===== src/rtl/fp_width_conv.sv =====
module fp_width_conv (
  input  logic        clk,
  input  logic        rst_n,
  input  logic        in_valid,
  input  logic        to_single,
  input  logic [2:0]  rnd_mode,
  input  logic [63:0] src,
  output logic        out_valid,
  output logic [63:0] result,
  output logic [3:0]  flags
);

  localparam logic [31:0] SNGL_QNAN = 32'h7FC0_0000;
  localparam logic [63:0] DBL_QNAN  = 64'h7FF8_0000_0000_0000;

  // narrowing path
  logic        d_sign;
  logic [10:0] d_exp;
  logic [51:0] d_frac;
  logic        d_exp_max, d_zero;
  logic [52:0] d_sig;
  logic signed [12:0] n_exp;
  logic [4:0]  n_sh;
  logic [78:0] n_ext;
  logic        n_guard, n_sticky, n_lsb, n_inc, n_inexact, n_tiny;
  logic [7:0]  n_efield;
  logic [31:0] n_sum;
  logic        n_ovf, n_to_inf;
  logic [31:0] n_val;
  logic [3:0]  n_flags;

  assign d_sign    = src[63];
  assign d_exp     = src[62:52];
  assign d_frac    = src[51:0];
  assign d_exp_max = &d_exp;
  assign d_zero    = (d_exp == 11'd0) && (d_frac == 52'd0);
  assign d_sig     = {|d_exp, d_frac};
  assign n_exp     = $signed({2'b00, (d_exp == 11'd0) ? 11'd1 : d_exp}) - 13'sd896;

  always_comb begin
    if (n_exp >= 13'sd1)        n_sh = 5'd0;
    else if (n_exp <= -13'sd25) n_sh = 5'd26;
    else                        n_sh = 5'(13'sd1 - n_exp);
  end

  assign n_ext     = {d_sig, 26'd0} >> n_sh;
  assign n_lsb     = n_ext[55];
  assign n_guard   = n_ext[54];
  assign n_sticky  = |n_ext[53:0];
  assign n_inexact = n_guard | n_sticky;
  assign n_tiny    = (n_sh != 5'd0);
  assign n_efield  = n_tiny ? 8'd0 : n_exp[7:0];

  always_comb begin
    case (rnd_mode)
      3'd1:    n_inc = 1'b0;
      3'd2:    n_inc = d_sign & n_inexact;
      3'd3:    n_inc = ~d_sign & n_inexact;
      3'd4:    n_inc = n_guard;
      default: n_inc = n_guard & (n_sticky | n_lsb);
    endcase
  end

  always_comb begin
    case (rnd_mode)
      3'd1:    n_to_inf = 1'b0;
      3'd2:    n_to_inf = d_sign;
      3'd3:    n_to_inf = ~d_sign;
      default: n_to_inf = 1'b1;
    endcase
  end

  assign n_sum = {1'b0, n_efield, n_ext[77:55]} + {31'd0, n_inc};
  assign n_ovf = (n_exp >= 13'sd255) || (n_sum[30:23] == 8'hFF);

  always_comb begin
    n_flags = 4'b0000;
    if (d_exp_max) begin
      if (d_frac != 52'd0) begin
        n_val   = SNGL_QNAN;
        n_flags = {~d_frac[51], 3'b000};
      end else begin
        n_val = {d_sign, 8'hFF, 23'd0};
      end
    end else if (d_zero) begin
      n_val = {d_sign, 31'd0};
    end else if (n_ovf) begin
      n_val   = n_to_inf ? {d_sign, 8'hFF, 23'd0} : {d_sign, 8'hFE, 23'h7F_FFFF};
      n_flags = 4'b0101;
    end else begin
      n_val   = {d_sign, n_sum[30:0]};
      n_flags = {2'b00, n_tiny & n_inexact, n_inexact};
    end
  end

  // widening path
  logic        s_boxed;
  logic [31:0] s_word;
  logic        s_sign;
  logic [7:0]  s_exp;
  logic [22:0] s_frac;
  logic [4:0]  w_lz;
  logic [22:0] w_nfrac;
  logic [10:0] w_sub_exp;
  logic [63:0] w_val;
  logic [3:0]  w_flags;

  assign s_boxed = &src[63:32];
  assign s_word  = s_boxed ? src[31:0] : SNGL_QNAN;
  assign s_sign  = s_word[31];
  assign s_exp   = s_word[30:23];
  assign s_frac  = s_word[22:0];

  always_comb begin
    w_lz = 5'd0;
    for (int i = 0; i < 23; i++)
      if (s_frac[i]) w_lz = 5'(22 - i);
  end

  assign w_nfrac   = s_frac << (w_lz + 5'd1);
  assign w_sub_exp = 11'd896 - {6'd0, w_lz};

  always_comb begin
    w_flags = 4'b0000;
    if (&s_exp) begin
      if (s_frac != 23'd0) begin
        w_val   = DBL_QNAN;
        w_flags = {~s_frac[22], 3'b000};
      end else begin
        w_val = {s_sign, 11'h7FF, 52'd0};
      end
    end else if (s_exp == 8'd0) begin
      if (s_frac == 23'd0) w_val = {s_sign, 63'd0};
      else                 w_val = {s_sign, w_sub_exp, w_nfrac, 29'd0};
    end else begin
      w_val = {s_sign, {3'd0, s_exp} + 11'd896, s_frac, 29'd0};
    end
  end

  always_ff @(posedge clk or negedge rst_n) begin
    if (!rst_n) begin
      out_valid <= 1'b0;
      result    <= 64'd0;
      flags     <= 4'd0;
    end else begin
      out_valid <= in_valid;
      if (in_valid) begin
        result <= to_single ? {32'hFFFF_FFFF, n_val} : w_val;
        flags  <= to_single ? n_flags : w_flags;
      end
    end
  end

  AST_LATENCY: assert property (@(posedge clk) disable iff (!rst_n)
    out_valid == $past(in_valid));

  AST_BOX_UPPER: assert property (@(posedge clk) disable iff (!rst_n)
    out_valid && $past(to_single) |-> result[63:32] == 32'hFFFF_FFFF);

  AST_WIDEN_NO_ROUND_FLAGS: assert property (@(posedge clk) disable iff (!rst_n)
    out_valid && !$past(to_single) |-> flags[2:0] == 3'b000);

  AST_OVF_INEXACT: assert property (@(posedge clk) disable iff (!rst_n)
    out_valid && flags[2] |-> flags[0]);

  AST_UF_INEXACT: assert property (@(posedge clk) disable iff (!rst_n)
    out_valid && flags[1] |-> flags[0] && !flags[2]);

  AST_NAN_CANON: assert property (@(posedge clk) disable iff (!rst_n)
    out_valid && $past(to_single) && result[30:23] == 8'hFF && result[22:0] != 23'd0
      |-> result[31:0] == SNGL_QNAN);

  AST_INVALID_ONLY_NAN: assert property (@(posedge clk) disable iff (!rst_n)
    out_valid && flags[3] |-> flags[2:0] == 3'b000);

endmodule


===== config.mk =====
export PLATFORM = sky130hd
export DESIGN_NAME = fp_width_conv
export DESIGN_NICKNAME = d
export VERILOG_FILES = /design/src/rtl/fp_width_conv.sv
export SDC_FILE = /design/constraint.sdc
export NUM_CORES = 1
export LEC_CHECK = 0
export BUFFER_PORTS_ARGS = -buffer_cell sky130_fd_sc_hd__clkbuf_2
export CORE_MARGIN = 2
export CORE_UTILIZATION = 25
export CTS_CLUSTER_DIAMETER = 100
export DETAILED_ROUTE_END_ITERATION = 10
export HOLD_SLACK_MARGIN = 0.12
export PLACE_DENSITY_LB_ADDON = 0.12
export SYNTH_ARGS = -nofsm -noshare
export SYNTH_HDL_FRONTEND = slang
export SYNTH_SLANG_ARGS = --single-unit

===== constraint.sdc =====
create_clock -name clk -period 1.5 [get_ports clk]
set_clock_uncertainty 0.1 [all_clocks]
set_input_delay 0.075 -clock clk [delete_from_list [all_inputs] [get_ports clk]]
set_output_delay 0.075 -clock clk [all_outputs]
set_load 0.005 [all_outputs]

# Word level (Yosys, flattened, before mapping)
# Index checks and enable logic that the tools add are counted.
[word_totals]
in_bits = 71
wordCells = 89
register_bits = 69
[classes]
reduce_logical = 14
n_addsub = 6
order_cmp = 3
n_eq_ne = 5
shift = 2
bitwise_logic = 9
muxes = 47
[ops]
columns = ["op", "count"]
rows = [
  ["$mux 64", 3],
  ["$mux 63", 2],
  ["$mux 5", 25],
  ["$mux 32", 3],
  ["$shr 79x5->78", 1],
  ["$mux 31", 2],
  ["$reduce_or 54->1", 1],
  ["$logic_not 52->1", 1],
  ["$reduce_bool 52->1", 1],
  ["$reduce_and 32->1", 1],
  ["$add 31x1->31", 1],
  ["$mux 24", 1],
  ["$logic_not 23->1", 1],
  ["$reduce_bool 23->1", 1],
  ["$shl 23x5->23", 1],
  ["$mux 4", 5],
  ["$ge 12x2->1 const B", 1],
  ["$ge 12x9->1 const B", 1],
  ["$le 12x6->1 const B", 1],
  ["$sub 11x10->12 const B", 1],
  ["$add 8x10->11 const B", 1],
  ["$logic_not 11->1", 1],
  ["$mux 11", 1],
  ["$reduce_and 11->1", 1],
  ["20 further kinds", 28],
]

# Longest topological paths before layout
# Gate-level depths: netlist of the first run.
[logic_depth]
word_depth = 31
depth_mapped = 31

# Least setup slack after synthesis of the first run
# OpenSTA, ideal clock, no wires.
[synth_timing]
kind = "input -> register"
startpoint = "input port src[59]"
endpoint = "register result[23]"
arrival_time_ns = 5.848
setup_slack_ns = -4.580
t_required_ns = 1.269
stages = 27
cell_sequence = "buf_4 -> clkbuf_1 -> ha_1 -> nand4b_2 -> nor4_4 -> buf_4 -> nand2_2 -> o21ai_2 -> buf_2 -> buf_1 -> mux2i_1 -> a31oi_1 -> nor3_1 -> o21ai_0 -> or4_1 -> or4_1 -> a2111oi_0 -> nor3_1 -> ha_1 -> ha_1 -> and2_1 -> nand4_4 -> nor3_1 -> o21a_1 -> o21ai_1 -> a2111oi_0 -> or3_1"
[synth_between]
elab_chain_cells = 18
elab_cells_between_ends = 35
classes_between = "add/sub: 3; order compare: 3; eq/ne: 1; shift: 1; mux: 12; bitwise: 5; reduce/logical: 10"
[synth_rtl]
columns = ["item", "line_no", "text"]
rows = [
  ["start: declaration", "7", "input logic [63:0] src,"],
  ["$logic_not 11->1", "36, 38", ""],
  ["$mux 11", "38", "assign n_exp = $signed({2'b00, (d_exp == 11'd0) ? 11'd1 : d_exp}) - 13'sd896;"],
  ["$sub 11x10->12", "38", ""],
  ["$le 12x6->1 or $sub 2x5->5 (tied branches)", "42, 43", ""],
  ["$mux 5", "42", "else if (n_exp <= -13'sd25) n_sh = 5'd26;"],
  ["$mux 5", "41", "if (n_exp >= 13'sd1) n_sh = 5'd0;"],
  ["$shr 79x5->78", "46", "assign n_ext = {d_sig, 26'd0} >> n_sh;"],
  ["$reduce_or 54->1", "49", "assign n_sticky = |n_ext[53:0];"],
  ["(+2 left out)", "n/a", ""],
  ["$pmux 1 s4", "55", "case (rnd_mode)"],
  ["$add 31x1->31", "73", "assign n_sum = {1'b0, n_efield, n_ext[77:55]} + {31'd0, n_inc};"],
  ["$eq 8x8->1", "74", "assign n_ovf = (n_exp >= 13'sd255) || (n_sum[30:23] == 8'hFF);"],
  ["$logic_or 1x1->1", "74", ""],
  ["$mux 31", "87", "end else if (n_ovf) begin"],
  ["$mux 31", "85", "end else if (d_zero) begin"],
  ["$mux 32", "78", "if (d_exp_max) begin"],
  ["$mux 64 (*)", "148", "result <= to_single ? {32'hFFFF_FFFF, n_val} : w_val;"],
  ["end signal: assignment", "148", ""],
  ["end: declaration", "9", "output logic [63:0] result,"],
]
# Mark *: on every way between the ends. The rest lies on a longest branch, timed or not.
# A chain may end at the register's enable or synchronous reset.

# Worst setup path in the final report of the first run
[layout_timing]
startpoint = "input port src[59]"
endpoint = "register result[10]"
# Same word-level chain as after synthesis.

==> metrics.yaml, run 1 <==
reg2reg_from: "result[51]"
wl_met3_mm: 2.42
min_from: "src[5]"
maxSlewViolCount: 0
route.met2.wl_mm: 23.8
cpLargestDelayFamily: "simple AND/OR/NAND/NOR gates"
synth_edf_count: 0
setup_slack_ps: -3830
routabilityCongestion: 0.947
status: "finished, violations left"
cpPeakStageDelay_ps: 590
place_inst: 2242
clkTransAtPathRegs_ps: 60
max_cap_viol_count: 0
synth-warning-count: 0
ys_ff_latch: 68
grt_first_pass_wirelength_mm: 75.2
final-setup-viol-count: 67
grt_pass1_vias: 12400
syn_to_final_growth_pct: 92.9
final_cell_mix: "505 x buf_4, 126 x nand2_1, 126 x clkbuf_2, 115 x nor2_1, 68 x dfrtp_1"
die-area_sq_mm: 0.0371
worst_pin_slew_ps: 594
path_buf_inv: 6
critPathCaptureType: "flip-flop"
critPathMostFrequentCell: "buf_6"
hpwl_mm: 40.4
p_leak_nw: 7.22
ys.flop_type: "dfrtp_1"
startpoint: "src[59]"
synth_fp_nets: 1326
final_cells: 2360
wl_met1_mm: 22.9
cts_tree: "built"
rsz0062_at_grt: "true"
dr_total_vias: 12700
cts.sinks: 68
hold_viol: 0
totalPowerFinal_w: 0.00827
initial_core_util_pct: 25.2
topRoutingLayerUsed: "met4"
cp_max_fo: 8
num_rows: 69
port_buffers: 139
synth_area_sq_mm: 0.00890
async_flop_share_pct: 100
ys_types: 100
arrival_ps: 5430
drtAntennaViolNets: 0
ioPinCount: 140
slew_headroom_pct: 60.0
drive_gt1_share_pct: 54.6
synth_cells: 1249
totalWireLength_mm: 50.8
critPathSlowestCell: "or4_4"
final_common_cell: "buf_4"
grt_usage_pct: 26.6
first_pass_iters: 5
vias_per_cell: 5.39
whs_ps: 124
powerDensity_mw_per_mm2: 481
clock_latency_ps: 330
fmax_mhz: 188
hp-class: "in2reg"
start_kind: "input pin"
path_class: "in2reg"
antenna_found_initial: 0
post-route-drc-count: 0
cts_buffers: 9
fp.dieH_microns: 193
grt_max_degree: 37
clock_path_buffers: 2
min_period_ps: 5330
required_ps: 1600
cts_root_buf: "clkbuf_16"
syn_area_per_cell_sq_um: 7.12
wl_per_cell_microns: 21.5
grt_overflow: 0
diodes: 0
fin_crit_sh_pct: 355
ys_seq_area_share_pct: 19.1
die_x_microns: 193
drt-initial-drc-count: 841
violations: "setup timing"
core_sq_mm: 0.0353
nNetsFinal: 1971
ir_drop_uv: 949
h-tree-depth: 3
## flip-flops by register name (all words and copies together) (netlist names)
signal and count:
flags 4, out_valid 1, result 63
## synthesized netlist by cell type, drive strengths merged (9+ instances only)
cell type    n  area, sq um
a2111oi     10         87.6
a211oi      19          153
a21oi       82          433
a22oi       13          103
a31oi       22          144
and2        17          106
and3        15         93.8
buf         36          215
clkbuf      70          265
dfrtp       68         1700
inv         53          199
mux2i       38          380
nand2      141          532
nand2b      11         68.8
nand3       40          218
nand4       20          155
nor2       127          479
nor3        50          255
nor4        30          245
o211ai      26          195
o21ai       77          408
o221ai      30          263
o22ai       18          113
o311ai       9         78.8
o31ai       15          113
or3         18          118
xnor2       21          191
xor2        14          141
## final cells by class
cell class / count / area [sq um]
tap: 461 / 577
clock buffer: 10 / 239
multi-input combinational: 1021 / 8380
sequential: 68 / 1700
fill: 3403 / 18100
timing repair buffer: 740 / 5960
inverter: 54 / 218
clock inverter: 6 / 87.6
## what timing repair did
action                                  4_1_cts  5_1_grt
pin swaps                                    43       76
hold buffers                                  7        0
buffers inserted                             57       37
resized for setup                           153      205
endpoints found under the hold margin        73        0
cloned                                        2        6
endpoints found under the setup margin       67       67
## per-layer routing
layer  global-route usage, %  vias up
met5                       0        -
met4                    8.66        0
met3                    2.31       82
met2                    43.9      436
met1                    36.5     6178
li1                        -     6031
## per-stage QoR
step	utilization, %	TNS [ps]	setup slack [ps]	instance area [sq um]
2_1_floorplan	-	-176150	-4000	9710
3_3_place_gp	40.2	-202500	-4380	14200
3_5_place_dp	40.2	-201810	-4380	14200
4_1_cts	44.7	-166000	-3680	15800
5_1_grt	48.6	-179550	-4040	17200
6_report	48.6	-168320	-3830	17200
## worst reg2reg max path, stage by stage (launching register included)
cell and delay, ps:
dfrtp_1 390, nor2_1 180, nor2_1 80, a21oi_1 140
o31ai_1 80
## report_power, final
group	switching, W	internal, W
Sequential	0.0000983	0.00198
Clock	0.000827	0.00150
Combinational	0.00206	0.00180
Total	0.00298	0.00528
## logic make-up after synthesis
| logic type | after synthesis | share of synthesized area [%] |
|---|---|---|
| AOI/OAI and AO/OA | 422 | 34.0 |
| xor gates and xnor gates | 35 | 3.74 |
| adders and majority gates | 6 | 0.844 |
| buffers and inverters | 160 | 7.68 |
| DFF | 68 | 19.1 |
| muxes | 45 | 5.16 |
| and+or+nand+nor | 513 | 29.4 |
## final timing paths
check / to / slack, ps / cells past startpoint
min in group asynchronous: result[34] / 170 / 3
max: result[10] / -3830 / 27
min reg2reg: result[62] / 400 / 1
min: result[34] / 120 / 4
max reg2reg: result[51] / 410 / 4
max in group asynchronous: result[25] / 230 / 3
Note: power is estimated with default switching activity, not from simulation.
==> run 2, diff against run 1 <==
ABC_AREA = 1   (was unset)
CELL_PAD_IN_SITES_DETAIL_PLACEMENT = 1   (was unset)
CELL_PAD_IN_SITES_GLOBAL_PLACEMENT = 2   (was unset)
==> metrics.yaml, run 2 <==
path_buf_inv: 4  # -2
whs_ps: 120  # -4.31 ps
synth_edf_count: 0  # unchanged
ys_ff_latch: 68  # unchanged
totalWireLength_mm: 52.4  # +3.2%
fin_crit_sh_pct: 306  # -49 points
cts.sinks: 68  # unchanged
hp-class: "in2reg"
ys_seq_area_share_pct: 18.9  # -0.21 points
cp_max_fo: 7  # -1
reg2reg_from: "result[54]"
antenna_found_initial: 1  # +1
cpLargestDelayFamily: "simple AND/OR/NAND/NOR gates"
worstRegToRegCells: 2  # -2
powerDensity_mw_per_mm2: 556  # +15%
setup.worst_path.end: "result[13]"
status: "finished, violations left"
grt_usage_pct: 27.1  # +0.51 points
p_leak_nw: 8.31  # +15%
drt-initial-drc-count: 643  # -24%
first_pass_iters: 5  # unchanged
cts_buffers: 9  # unchanged
syn_to_final_growth_pct: 85.7
stdcell_area_sq_mm: 0.0167  # -2.7%
yosys-top-cells-area: "nand2_1 26%, dfrtp_1 19%, nand3_1 8.7%"
synthTopCellsByCount: "618 x nand2_1, 157 x nand3_1, 143 x inv_1"
initial_core_util_pct: 25.4  # +0.16 points
post-route-drc-count: 0  # unchanged
ir_drop_uv: 425  # -55%
syn_area_per_cell_sq_um: 5.51  # -23%
synth_most_common_cell: "nand2_1"
nNetsFinal: 2304  # +17%
ys.flop_type: "dfrtp_1"
critPathMostFrequentCell: "nand2_1"
clock_latency_ps: 330  # about the same
hpwl_mm: 41.2  # +2.2%
max_cap_viol_count: 0  # unchanged
violations: "setup timing"
slew_headroom_pct: 44.8  # -15 points
final_util_pct: 47.1  # -1.5 points
synth_area_sq_mm: 0.00900  # +1.1%
cp.depth: 38  # +41%
fmax_mhz: 218  # +16%
path_class: "in2reg"
rsz0062_at_grt: "true"
drive_gt1_share_pct: 48.5  # -6.1 points
fp.dieH_microns: 194  # +0.54%
clock_path_buffers: 2  # unchanged
core_sq_mm: 0.0355  # +0.49%
worst_pin_slew_ps: 826  # +232 ps
grt_overflow: 0  # unchanged
async_flop_share_pct: 100  # unchanged
cpPeakStageDelay_ps: 260  # -330 ps
final-setup-viol-count: 67  # unchanged
critPathCaptureType: "flip-flop"
required_ps: 1620  # +20 ps
routabilityCongestion: 0.937  # -1.0%
regMostFlops: "result"
cts_root_buf: "clkbuf_16"
largest_reg_flops: 63  # unchanged
wl_per_cell_microns: 19.5  # -9.5%
place_area_sq_mm: 0.0138  # -3.0%
port_buffers: 139  # unchanged
grt_pass1_vias: 14200  # +15%
min_period_ps: 4590  # -737 ps
drtAntennaViolNets: 0  # unchanged
h-tree-depth: 3  # unchanged
synth-warning-count: 0  # unchanged
hold_viol: 0  # unchanged
ioPinCount: 140  # unchanged
arrival_ps: 4710  # -720 ps
final_common_cell: "nand2_1"
start_kind: "input pin"
rrSetupSlack_ps: 540  # +130 ps
place_inst: 2597  # +16%
startpoint: "src[59]"
grt_first_pass_wirelength_mm: 80.6  # +7.2%
dr_total_vias: 13400  # +5.5%
yosys.area.top_type: "nand2_1"
rr_endpoint: "result[54]"
synth_top_area_share_pct: 25.8  # +6.7 points
cts_tree: "built"
critPathSlowestCell: "nor4_2"
ys_types: 54  # -46%
diodes: 0  # unchanged
num_rows: 69  # unchanged
setup_slack_ps: -3090  # +737 ps
die-area_sq_mm: 0.0375  # +1.1%
synth_fp_nets: 1709  # +29%
largest_registers: "result: 63 flops, flags: 4 flops, out_valid: 1 flops"
die_x_microns: 194  # +0.54%
clkTransAtPathRegs_ps: 60  # about the same
grt_max_degree: 69  # +86%
final_cell_mix: "530 x nand2_1, 443 x buf_4, 131 x clkbuf_2, 121 x inv_1, 106 x nand3_1"
final_cells: 2693  # +14%
vias_per_cell: 4.99  # -7.5%
maxSlewViolCount: 0  # unchanged
synth_cells: 1632  # +31%
[run 2: changes by cell type after synthesis, sizes merged, moves of 32 or more]
cell,previous run,this run
a21oi,82,46
nand3,40,164
nand2,141,636
inv,53,154
o21ai,77,157
mux2i,38,6
[run 2: stage by stage]
| stage | setup slack, ps | power (W) | TNS, ps |
|---|---|---|---|
| floorplan | -2960 | 0.00388 | -137550 |
| global placement | -3880 | 0.00596 | -191340 |
| detailed placement | -3900 | 0.00601 | -194900 |
| CTS | -3010 | 0.00901 | -153070 |
| global route | -3350 | 0.00980 | -169660 |
| finish | -3090 | 0.00929 | -154830 |
[run 2: final cells by class]
cell class	instances	area, sq um
fillers	4569	18800
multi-input cells	1330	8120
repair buffers	659	5290
flip-flops and latches	68	1700
inverters	157	646
well taps	461	577
clock buffers	11	253
clock inverters	5	108
repair inverters	2	17.5
[run 2: worst min path at each step]
stage	from	cells after the start	slack (ps)	to
after floorplan	rst_n	0	-320	flags[0]
after global placement	rst_n	2	20	result[8]
after detailed placement	rst_n	2	20	result[8]
after CTS	src[25]	4	120	result[54]
after global routing	src[63]	4	150	result[31]
final	src[63]	4	120	result[31]
[run 2: cells by family (layout without fill, tap and decap cells)]
logic type	Yosys count	in the layout	synth area share, %
fa+ha+maj	6	6	0.834
compound gates	259	259	16.5
flops	68	68	18.9
xor+xnor	24	24	2.34
buf+inv	239	834	11.2
mux	6	6	0.668
simple gates	1030	1035	49.5
[run 2: tightest hold or removal path, cell delays in order]
cell	delay (ps)
buf_6	110
buf_4	100
a31oi_1	90
a21oi_2	140
[run 2: power breakdown]
part	internal (W)	switching, W	total (W)	leakage (nW)
clock	0.00172	0.000817	0.00254	0.176
combinational	0.00206	0.00258	0.00464	7.32
sequential	0.00199	0.000112	0.00211	0.816
[run 2: metal layers]
metal | global-route usage [%] | wire length (microns)
met1 | 35.6 | 23600
met2 | 47.7 | 25600
met3 | 2.35 | 1490
met4 | 7.18 | 1710
met5 | 0 | 13
[run 2: timing repair]
item                                    in CTS  in global routing
buffers inserted                            52                 28
endpoints found under the setup margin      67                 67
cloned                                      10                  5
pin swaps                                   74                107
endpoints found under the hold margin       72                  0
hold buffers                                 4                  0
resized for setup                          200                286
==> run 3, diff against run 2 <==
REMOVE_ABC_BUFFERS = 1   (was unset)
==> metrics.yaml, run 3 (synthesis gave the netlist of run 2 again) <==
status: "finished, violations left"
violations: "setup timing"
slew_headroom_pct: 44.8  # about the same
final_common_cell: "nand2_1"
fillCellCount: 4567  # -0.044%
ir_drop_uv: 575  # +35%
final_util_pct: 47.4  # +0.31 points
place_inst: 2591  # -0.23%
die_x_microns: 194  # unchanged
diodes: 0  # unchanged
grt_pass1_vias: 14300  # +0.92%
syn_to_final_growth_pct: 86.9
critPathSlowestCell: "a31oi_4"
clkTransAtPathRegs_ps: 60  # about the same
p_seq_share_pct: 22.0  # -0.7 points
drtAntennaViolNets: 0  # unchanged
dr_total_vias: 13400  # -0.61%
clock_path_buffers: 2  # unchanged
start_kind: "input pin"
comb_power_share_pct: 49.7  # -0.3 points
clock_latency_ps: 340  # about the same
grt_first_pass_wirelength_mm: 79.8  # -1.1%
cp_max_fo: 7  # unchanged
hp-class: "in2async"
final_cells: 2701  # +0.30%
arrival_ps: 4790  # +80 ps
routabilityCongestion: 0.892  # -4.8%
vias_per_cell: 4.94  # -0.90%
multi_input_area_sq_mm: 0.00809  # -0.35%
min_period_ps: 4660  # +68.2 ps
post-route-drc-count: 0  # unchanged
wl_per_cell_microns: 19.0  # -2.2%
path_class: "in2reg"
maxSlewViolCount: 0  # unchanged
totalWireLength_mm: 51.4  # -1.9%
grt_overflow: 0  # unchanged
post-place-ws_ps: -3870  # +32.4 ps
largest_reg_flops: 63  # unchanged
fin_crit_sh_pct: 311  # +4.5 points
p_leak_nw: 8.31  # about the same
final_cell_mix: "491 x nand2_1, 446 x buf_4, 135 x clkbuf_2, 128 x inv_1, 119 x nand2_2"
fp.dieH_microns: 194  # unchanged
swShare_pct: 37.6  # -0.23 points
die-area_sq_mm: 0.0375  # unchanged
first_pass_iters: 5  # unchanged
grt_max_degree: 56  # -19%
totalPowerFinal_w: 0.00948  # +2.1%
drt-initial-drc-count: 525  # -18%
fmax_mhz: 215  # -1.5%
largest_registers: "result: 63 flops, flags: 4 flops, out_valid: 1 flops"
hpwl_mm: 39.5  # -4.3%
hold_viol: 0  # unchanged
rsz0062_at_grt: "true"
num_rows: 69  # unchanged
cts_root_buf: "clkbuf_16"
cts.sinks: 68  # unchanged
setup_slack_ps: -3160  # -68.2 ps
seq_area_sq_mm: 0.00170  # unchanged
max_cap_viol_count: 0  # unchanged
regMostFlops: "result"
p_sw_w: 0.00356  # +1.4%
worst_pin_slew_ps: 826  # -0.266 ps
p_clk_share_pct: 28.3  # +1.0 points
core_sq_mm: 0.0355  # unchanged
final-setup-viol-count: 67  # unchanged
nNetsFinal: 2313  # +0.39%
intPower_w: 0.00591  # +2.4%
powerDensity_mw_per_mm2: 564  # +1.4%
port_buffers: 139  # unchanged
critPathCaptureType: "flip-flop"
cpPeakStageDelay_ps: 270  # about the same
grt_usage_pct: 26.9  # -0.23 points
initial_core_util_pct: 25.4  # unchanged
antenna_found_initial: 0  # -1
required_ps: 1630  # about the same
critPathMostFrequentCell: "nand2_1"
worstRegToRegCells: 4  # +2
h-tree-depth: 3  # unchanged
cts_tree: "built"
cts_buffers: 9  # unchanged
drive_gt1_share_pct: 48.8  # +0.36 points
ioPinCount: 140  # unchanged
==> run 3: cell count changes in the layout (fill, tap and decap cells not counted), moves of 10 or more <==
cell,before,now
nand2_2,71,119
nand2_4,31,21
o21ai_1,57,69
o21ai_2,67,47
nand2_1,530,491
==> run 3: per-layer routing <==
layer	GRT usage (%)	vias up	wire, microns
met5	0	-	0
met1	31.0	6536	21300
met2	51.4	177	27400
li1	-	6568	-
met3	2.57	70	966
met4	9.13	0	1720
==> run 3: path summary, 6_finish.rpt <==
kind / from / end / slack, ps
min in group clk: in_valid / flags[3] / 140
worst max-delay path: src[59] / result[5] / -3160
max in group asynchronous: rst_n / result[46] / 690
worst min register to register: result[18] / result[18] / 370
worst min-delay path: rst_n / result[11] / 110
worst max register to register: result[22] / result[22] / 580
==> run 3: through the flow <==
step	cell area, sq um	setup TNS, ps	hold WS, ps
2_1_floorplan	8580	-196310	-321
3_3_place_gp	13400	-195890	-56.0
3_5_place_dp	13400	-201260	-56.6
4_1_cts	16100	-150140	121
5_1_grt	16800	-173540	158
6_report	16800	-155860	108
==> run 3: layout make-up <==
| class | instances | area share, % |
|---|---|---|
| flip-flops and latches | 68 | 10.1 |
| clock buffers | 9 | 1.34 |
| well taps | 461 | 3.43 |
| multi-input cells | 1328 | 48.1 |
| inverters | 157 | 3.79 |
| repair buffers | 672 | 32.4 |
| clock inverters | 6 | 0.818 |
==> run 3: power groups by stage <==
stage	clock network, W	logic (W)	registers (W)
floorplan	0	0.00159	0.00212
global placement	0	0.00373	0.00212
detailed placement	0	0.00378	0.00212
CTS	0.00273	0.00439	0.00209
global route	0.00280	0.00510	0.00211
finish	0.00268	0.00471	0.00209
==> run 3: what timing repair did <==
| action | CTS | global route |
|---|---|---|
| gates resized for setup | 449 | 170 |
| hold buffers | 11 | 0 |
| cloned | 14 | 1 |
| endpoints found under the hold margin | 79 | 0 |
| endpoints found under the setup margin | 67 | 67 |
| pin swaps | 116 | 79 |
| setup buffers | 63 | 12 |
==> run 3: worst max-delay path: cells and delay by family <==
family                   cells  cell delay, ps
adder cells (fa/ha/maj)      3             580
AND/OR/NAND/NOR             27            2910
AO/OA/AOI/OAI                4             490
buffers and inverters        6             720
